$ cat src/rtl/crd_pkg.sv
package crd_pkg;
  // Default code width: periods 1 .. 2**CRD_RATIO_W root cycles
  parameter int CRD_RATIO_W  = 2;
  // Default lockout length in root cycles after an accepted change
  parameter int CRD_LOCK_CYC = 16;
endpackage

$ cat src/rtl/crd_lockout.sv
// Down-counter that blocks ratio change requests after an acceptance.
module crd_lockout #(
  parameter int LOCK_CYC = crd_pkg::CRD_LOCK_CYC
) (
  input  logic clk,
  input  logic rst,
  input  logic accept_i,
  output logic busy_o
);
  localparam int LW = $clog2(LOCK_CYC + 1);
  localparam logic [LW-1:0] LOAD = LW'(LOCK_CYC - 1);

  logic [LW-1:0] remain_q;

  always_ff @(posedge clk) begin
    if (rst) begin
      remain_q <= '0;
    end else if (accept_i) begin
      remain_q <= LOAD;
    end else if (remain_q != '0) begin
      remain_q <= remain_q - 1'b1;
    end
  end

  assign busy_o = (remain_q != '0);
endmodule

$ cat src/rtl/crd_setting.sv
// Holds the programmed ratio and decides whether a write is accepted.
module crd_setting #(
  parameter int RATIO_W = crd_pkg::CRD_RATIO_W
) (
  input  logic               clk,
  input  logic               rst,
  input  logic               wr_i,
  input  logic [RATIO_W-1:0] wr_val_i,
  input  logic               busy_i,
  output logic               accept_o,
  output logic [RATIO_W-1:0] target_o
);
  logic [RATIO_W-1:0] target_q;

  assign accept_o = wr_i && (wr_val_i != target_q) && !busy_i;

  always_ff @(posedge clk) begin
    if (rst) begin
      target_q <= '0;
    end else if (accept_o) begin
      target_q <= wr_val_i;
    end
  end

  assign target_o = target_q;
endmodule

$ cat src/rtl/crd_phase.sv
// Period counter; swaps in the programmed ratio only at a period boundary.
module crd_phase #(
  parameter int RATIO_W = crd_pkg::CRD_RATIO_W
) (
  input  logic               clk,
  input  logic               rst,
  input  logic [RATIO_W-1:0] target_i,
  output logic               en_o,
  output logic [RATIO_W-1:0] active_o
);
  logic [RATIO_W-1:0] phase_q;
  logic [RATIO_W-1:0] active_q;
  logic               en_q;
  logic               last_phase;

  // The code value equals the index of the last phase of the period
  assign last_phase = (phase_q == active_q);

  always_ff @(posedge clk) begin
    if (rst) begin
      phase_q  <= '0;
      active_q <= '0;
      en_q     <= 1'b1;
    end else if (last_phase) begin
      phase_q  <= '0;
      active_q <= target_i;
      en_q     <= 1'b1;
    end else begin
      phase_q  <= phase_q + 1'b1;
      en_q     <= 1'b0;
    end
  end

  assign en_o     = en_q;
  assign active_o = active_q;
endmodule

$ cat src/rtl/clk_ratio_div.sv
module clk_ratio_div #(
  parameter int RATIO_W  = crd_pkg::CRD_RATIO_W,
  parameter int LOCK_CYC = crd_pkg::CRD_LOCK_CYC
) (
  input  logic               clk,
  input  logic               rst,
  input  logic               cfg_wr,
  input  logic [RATIO_W-1:0] cfg_ratio,
  output logic               clk_en,
  output logic [RATIO_W-1:0] ratio_active
);
  logic               accept;
  logic               busy;
  logic [RATIO_W-1:0] target;

  crd_lockout #(.LOCK_CYC(LOCK_CYC)) u_lockout (
    .clk      (clk),
    .rst      (rst),
    .accept_i (accept),
    .busy_o   (busy)
  );

  crd_setting #(.RATIO_W(RATIO_W)) u_setting (
    .clk      (clk),
    .rst      (rst),
    .wr_i     (cfg_wr),
    .wr_val_i (cfg_ratio),
    .busy_i   (busy),
    .accept_o (accept),
    .target_o (target)
  );

  crd_phase #(.RATIO_W(RATIO_W)) u_phase (
    .clk      (clk),
    .rst      (rst),
    .target_i (target),
    .en_o     (clk_en),
    .active_o (ratio_active)
  );
endmodule

$ cat config.mk
export PLATFORM = sky130hd
export DESIGN_NAME = clk_ratio_div
export DESIGN_NICKNAME = d
export VERILOG_FILES = /design/src/rtl/crd_pkg.sv /design/src/rtl/crd_lockout.sv /design/src/rtl/crd_setting.sv /design/src/rtl/crd_phase.sv /design/src/rtl/clk_ratio_div.sv
export SDC_FILE = /design/constraint.sdc
export NUM_CORES = 1
export LEC_CHECK = 0
export ABC_CLOCK_PERIOD_IN_PS = 3500
export CAP_MARGIN = 20
export CORE_AREA = 3 3 40 42
export DETAILED_ROUTE_END_ITERATION = 8
export DIE_AREA = 0 0 43 45
export DONT_BUFFER_PORTS = 1
export GPL_TIMING_DRIVEN = 0
export MAX_ROUTING_LAYER = met4
export PLACE_DENSITY = 0.69
export SYNTH_ARGS = -nofsm -noshare
export SYNTH_HDL_FRONTEND = slang
export SYNTH_SLANG_ARGS = --single-unit
$ cat constraint.sdc
create_clock -name clk -period 3.5 [get_ports clk]
set_clock_uncertainty 0.1 [all_clocks]
set_input_delay 0.175 -clock clk [delete_from_list [all_inputs] [get_ports clk]]
set_output_delay 0.175 -clock clk [all_outputs]
set_load 0.05 [all_outputs]
==> results.md <==
* Internal power at roughly 370 uW
* CTS clk-pin slew, worst paths at about 0.080 ns
* Final setup viols at 0
* Ant diodes at 0
* Largest net degree at the start of global routing at 11
* Setup TNS at 0 ns
* Standard-cell rows at 13
* CP max-delay cell: nor4b_2
* Worst EP required at ~3.6 ns
* Gate Count Post-Synth at 70
* CTS root buffer: clkbuf_4
* Die footprint at between 1500 and 2000 um2
* Post-CTS Setup Inserts at 0
* Worst slew pin tran at between 0.7 and 0.8 ns
* Comb power frac at 0.394
* Worst r2r src: u_lockout.remain_q[0]
* CP Launch Point: u_lockout.remain_q[0]
* Status: complete, no violations
* Post-synthesis register bit count at 12
* Post-DP HPWL at about 800 um
* DRT antenna net count at 0
* Final min period at 2.349 ns
* Yosys top cell by area: dfxtp_1
* Fill cells at roughly 120
* Total power at 608.3 uW
* Startpoint types: flip-flop
* Share of cells above drive strength 1 at 0.1125
* Worst slew margin at 0.5157
* Count leader, synth: dfxtp_1
* Routability cong. at 0.6569
* Netlist Area Pre-Place at slightly above 600 um2
* # IOs at 8
* CTS H-tree lvls at 1
* WP data arrival at approximately 2.4 ns
* Initial DRC Count at 9
* Initial antenna violation count at 0
* Register area share after synthesis at 0.3871
* Max-cap viol count at 0
* Syn nets at just under 80
* P_leak at 0.0002723 uW
* Placed cell areas at 639.4 um2
* CP peak stage delay at ~0.62 ns
* Die span in y at between 40 and 50 um
* Port Buffers at 0
* Drt wl/cell at ~13 um
* Post-Route WL at roughly 1200 um
* Peak Freq at between 400 and 500 MHz
* TritonCTS Buffers at 3
* Synthesis-to-finish area growth at 18.55%
* Unrepaired setup endpoints after global routing: false
* Crit Path Class: reg2reg
* Grt total ovfl at 0
* TritonCTS clock tree: yes
* Flop-to-flop setup slack at ~1.2 ns
* Vias in the first global route at approximately 520
* Sw power at roughly 240 uW
* Synth top area share at 0.3871
* Nets at 88
* Sw Ratio at 0.3939
* Synth Area per Inst at slightly below 9 um2
* Dominant cells by area after synthesis: dfxtp_1 (39%), o21ai_0 (4.8%), inv_1 (4.8%)
* Critical path fanouts, max at 7
* Min-delay src: cfg_wr
* Post-Layout Cell Count at 95
* DRC viols at 0
* Drt via density at approximately 5.4
* Yosys cell types at 26
* Delay-heaviest family, CP: simple AND/OR/NAND/NOR gates
* Fin. Hold Viols at 0
* First-pass GRT wire length at between 2000 and 2500 um
* Worst min path class: in2reg
* Drt first pass iters at 3
* Final period util at 0.6712
* Pwr/cell area at 826.8 nW/um2
* Core ar. at ~1300 um2
* Vias at around 500
* Yosys warnings at 0
* Area of the multi-input gates at about 350 um2
* Reg power frac at 0.427
* Post-synth top cells: dfxtp_1 (12), inv_1 (8), nor2_1 (6), o21ai_0 (6), a21oi_1 (4)
* CTS sink cnt at 12
* Worst VDD drop at roughly 0.40 mV
* Starting density of the core at 0.4830
* Post-synth EDFFs at 0
* Main flop type after synthesis: dfxtp_1
* Async set or reset register ratio after synthesis at 0
* Gr usage total at 0.1566
* Register area at roughly 240 um2
* Clk buf depth at 2
* Resized Gates After CTS at 0
* Post-route design area at 735.7 um2
* Clk_lat worst skew at 0.27 ns
* CP endpoint kind: flip-flop
* DP Cell Count at between 80 and 90
* Bufs and invs on worst path at 2
* Horiz. Die Dim at around 43 um
* Critical-path cell list: inv_1 -> ha_1 -> nor4b_2 -> nand3_1 -> dlygate4sd3_1 -> a21oi_1
* Clk network pwr share at 0.180
* Final Max Tran Viols at 0
==> final cells by class <==
class | instances | area share
buffer | 1 | 0.005102
clock buffer | 4 | 0.04932
inverter | 8 | 0.04082
multi-input combinational | 49 | 0.4711
sequential | 12 | 0.3265
tap | 15 | 0.02551
timing repair buffer | 6 | 0.08163
==> worst register-to-register path: stages (launching register included) <==
cell and delay (ns):
dfxtp_1 0.32, inv_1 0.10, ha_1 0.21, nor4b_2 0.62
nand3_1 0.18, dlygate4sd3_1 0.60, a21oi_1 0.14
==> final timing paths <==
kind	to	depth (start not counted)
setup / recovery	u_setting.target_o[1]	6
hold / removal	u_lockout.remain_q[0]	2
setup reg to reg	u_setting.target_o[1]	6
hold reg to reg	u_phase.phase_q[0]	1
==> flip-flops by register name, indices dropped and copies added, names as in the netlist <==
name	count
u_lockout.remain_q	5
u_phase.en_o	1
u_phase.phase_q	2
u_setting.target_o	2
u_phase.active_o	2
==> logic make-up (layout without fill, tap and decap cells) <==
kind of cell             count (synthesis)  in the layout  share of synthesized area
AND/OR/NAND/NOR                         20             20                     0.2056
AO/OA/AOI/OAI                           19             19                     0.1956
flip-flops                              12             12                     0.3871
buffers and inverters                    9             19                    0.05443
XOR/XNOR                                 6              6                    0.08469
adder cells (fa/ha/maj)                  2              2                    0.04032
multiplexers                             2              2                    0.03226
==> per-stage QoR <==
| stage | setup WS [ns] | utilization | hold WS [ns] |
|---|---|---|---|
| 2_1_floorplan | 1.714 | - | 0.2227 |
| 3_3_place_gp | 1.621 | 0.4976 | 0.2337 |
| 3_5_place_dp | 1.613 | 0.4976 | 0.2393 |
| 4_1_cts | 1.251 | 0.5725 | 0.01445 |
| 5_1_grt | 0.9976 | 0.5725 | 0.02267 |
| 6_report | 1.151 | 0.5725 | 0.03342 |
==> power by group through the flow <==
stage	clock network [uW]	registers (uW)	logic [uW]
floorplan	0	253	195
global placement	0	261	225
detailed placement	0	263	229
CTS	114	260	240
global route	118	268	273
finish	109	260	239
==> cell usage in the layout, fill, tap and decap left out, types with 2 or more instances in the layout <==
cell	count
dfxtp_1	12
inv_1	8
o21ai_0	6
nor2_1	6
dlygate4sd3_1	6
a21oi_1	4
xor2_1	3
nor3b_1	3
nand3_1	3
xnor2_1	3
clkbuf_4	3
mux2i_1	2
a31oi_1	2
nand2b_1	2
a211o_1	2
ha_1	2
==> layer usage <==
metal	vias to the layer above	track usage	part of all wire
li1	268	-	-
met2	7	0.2485	0.48
met5	-	-	0
met3	2	0.02789	0.037
met4	0	0.1265	0.014
met1	234	0.1727	0.47
==> repair_timing <==
action | in CTS | in global routing
setup endpoints to repair | 0 | 0
hold endpoints to repair | 5 | 0
hold buffers | 6 | 0
No activity file was read; power rests on OpenSTA's default activity.
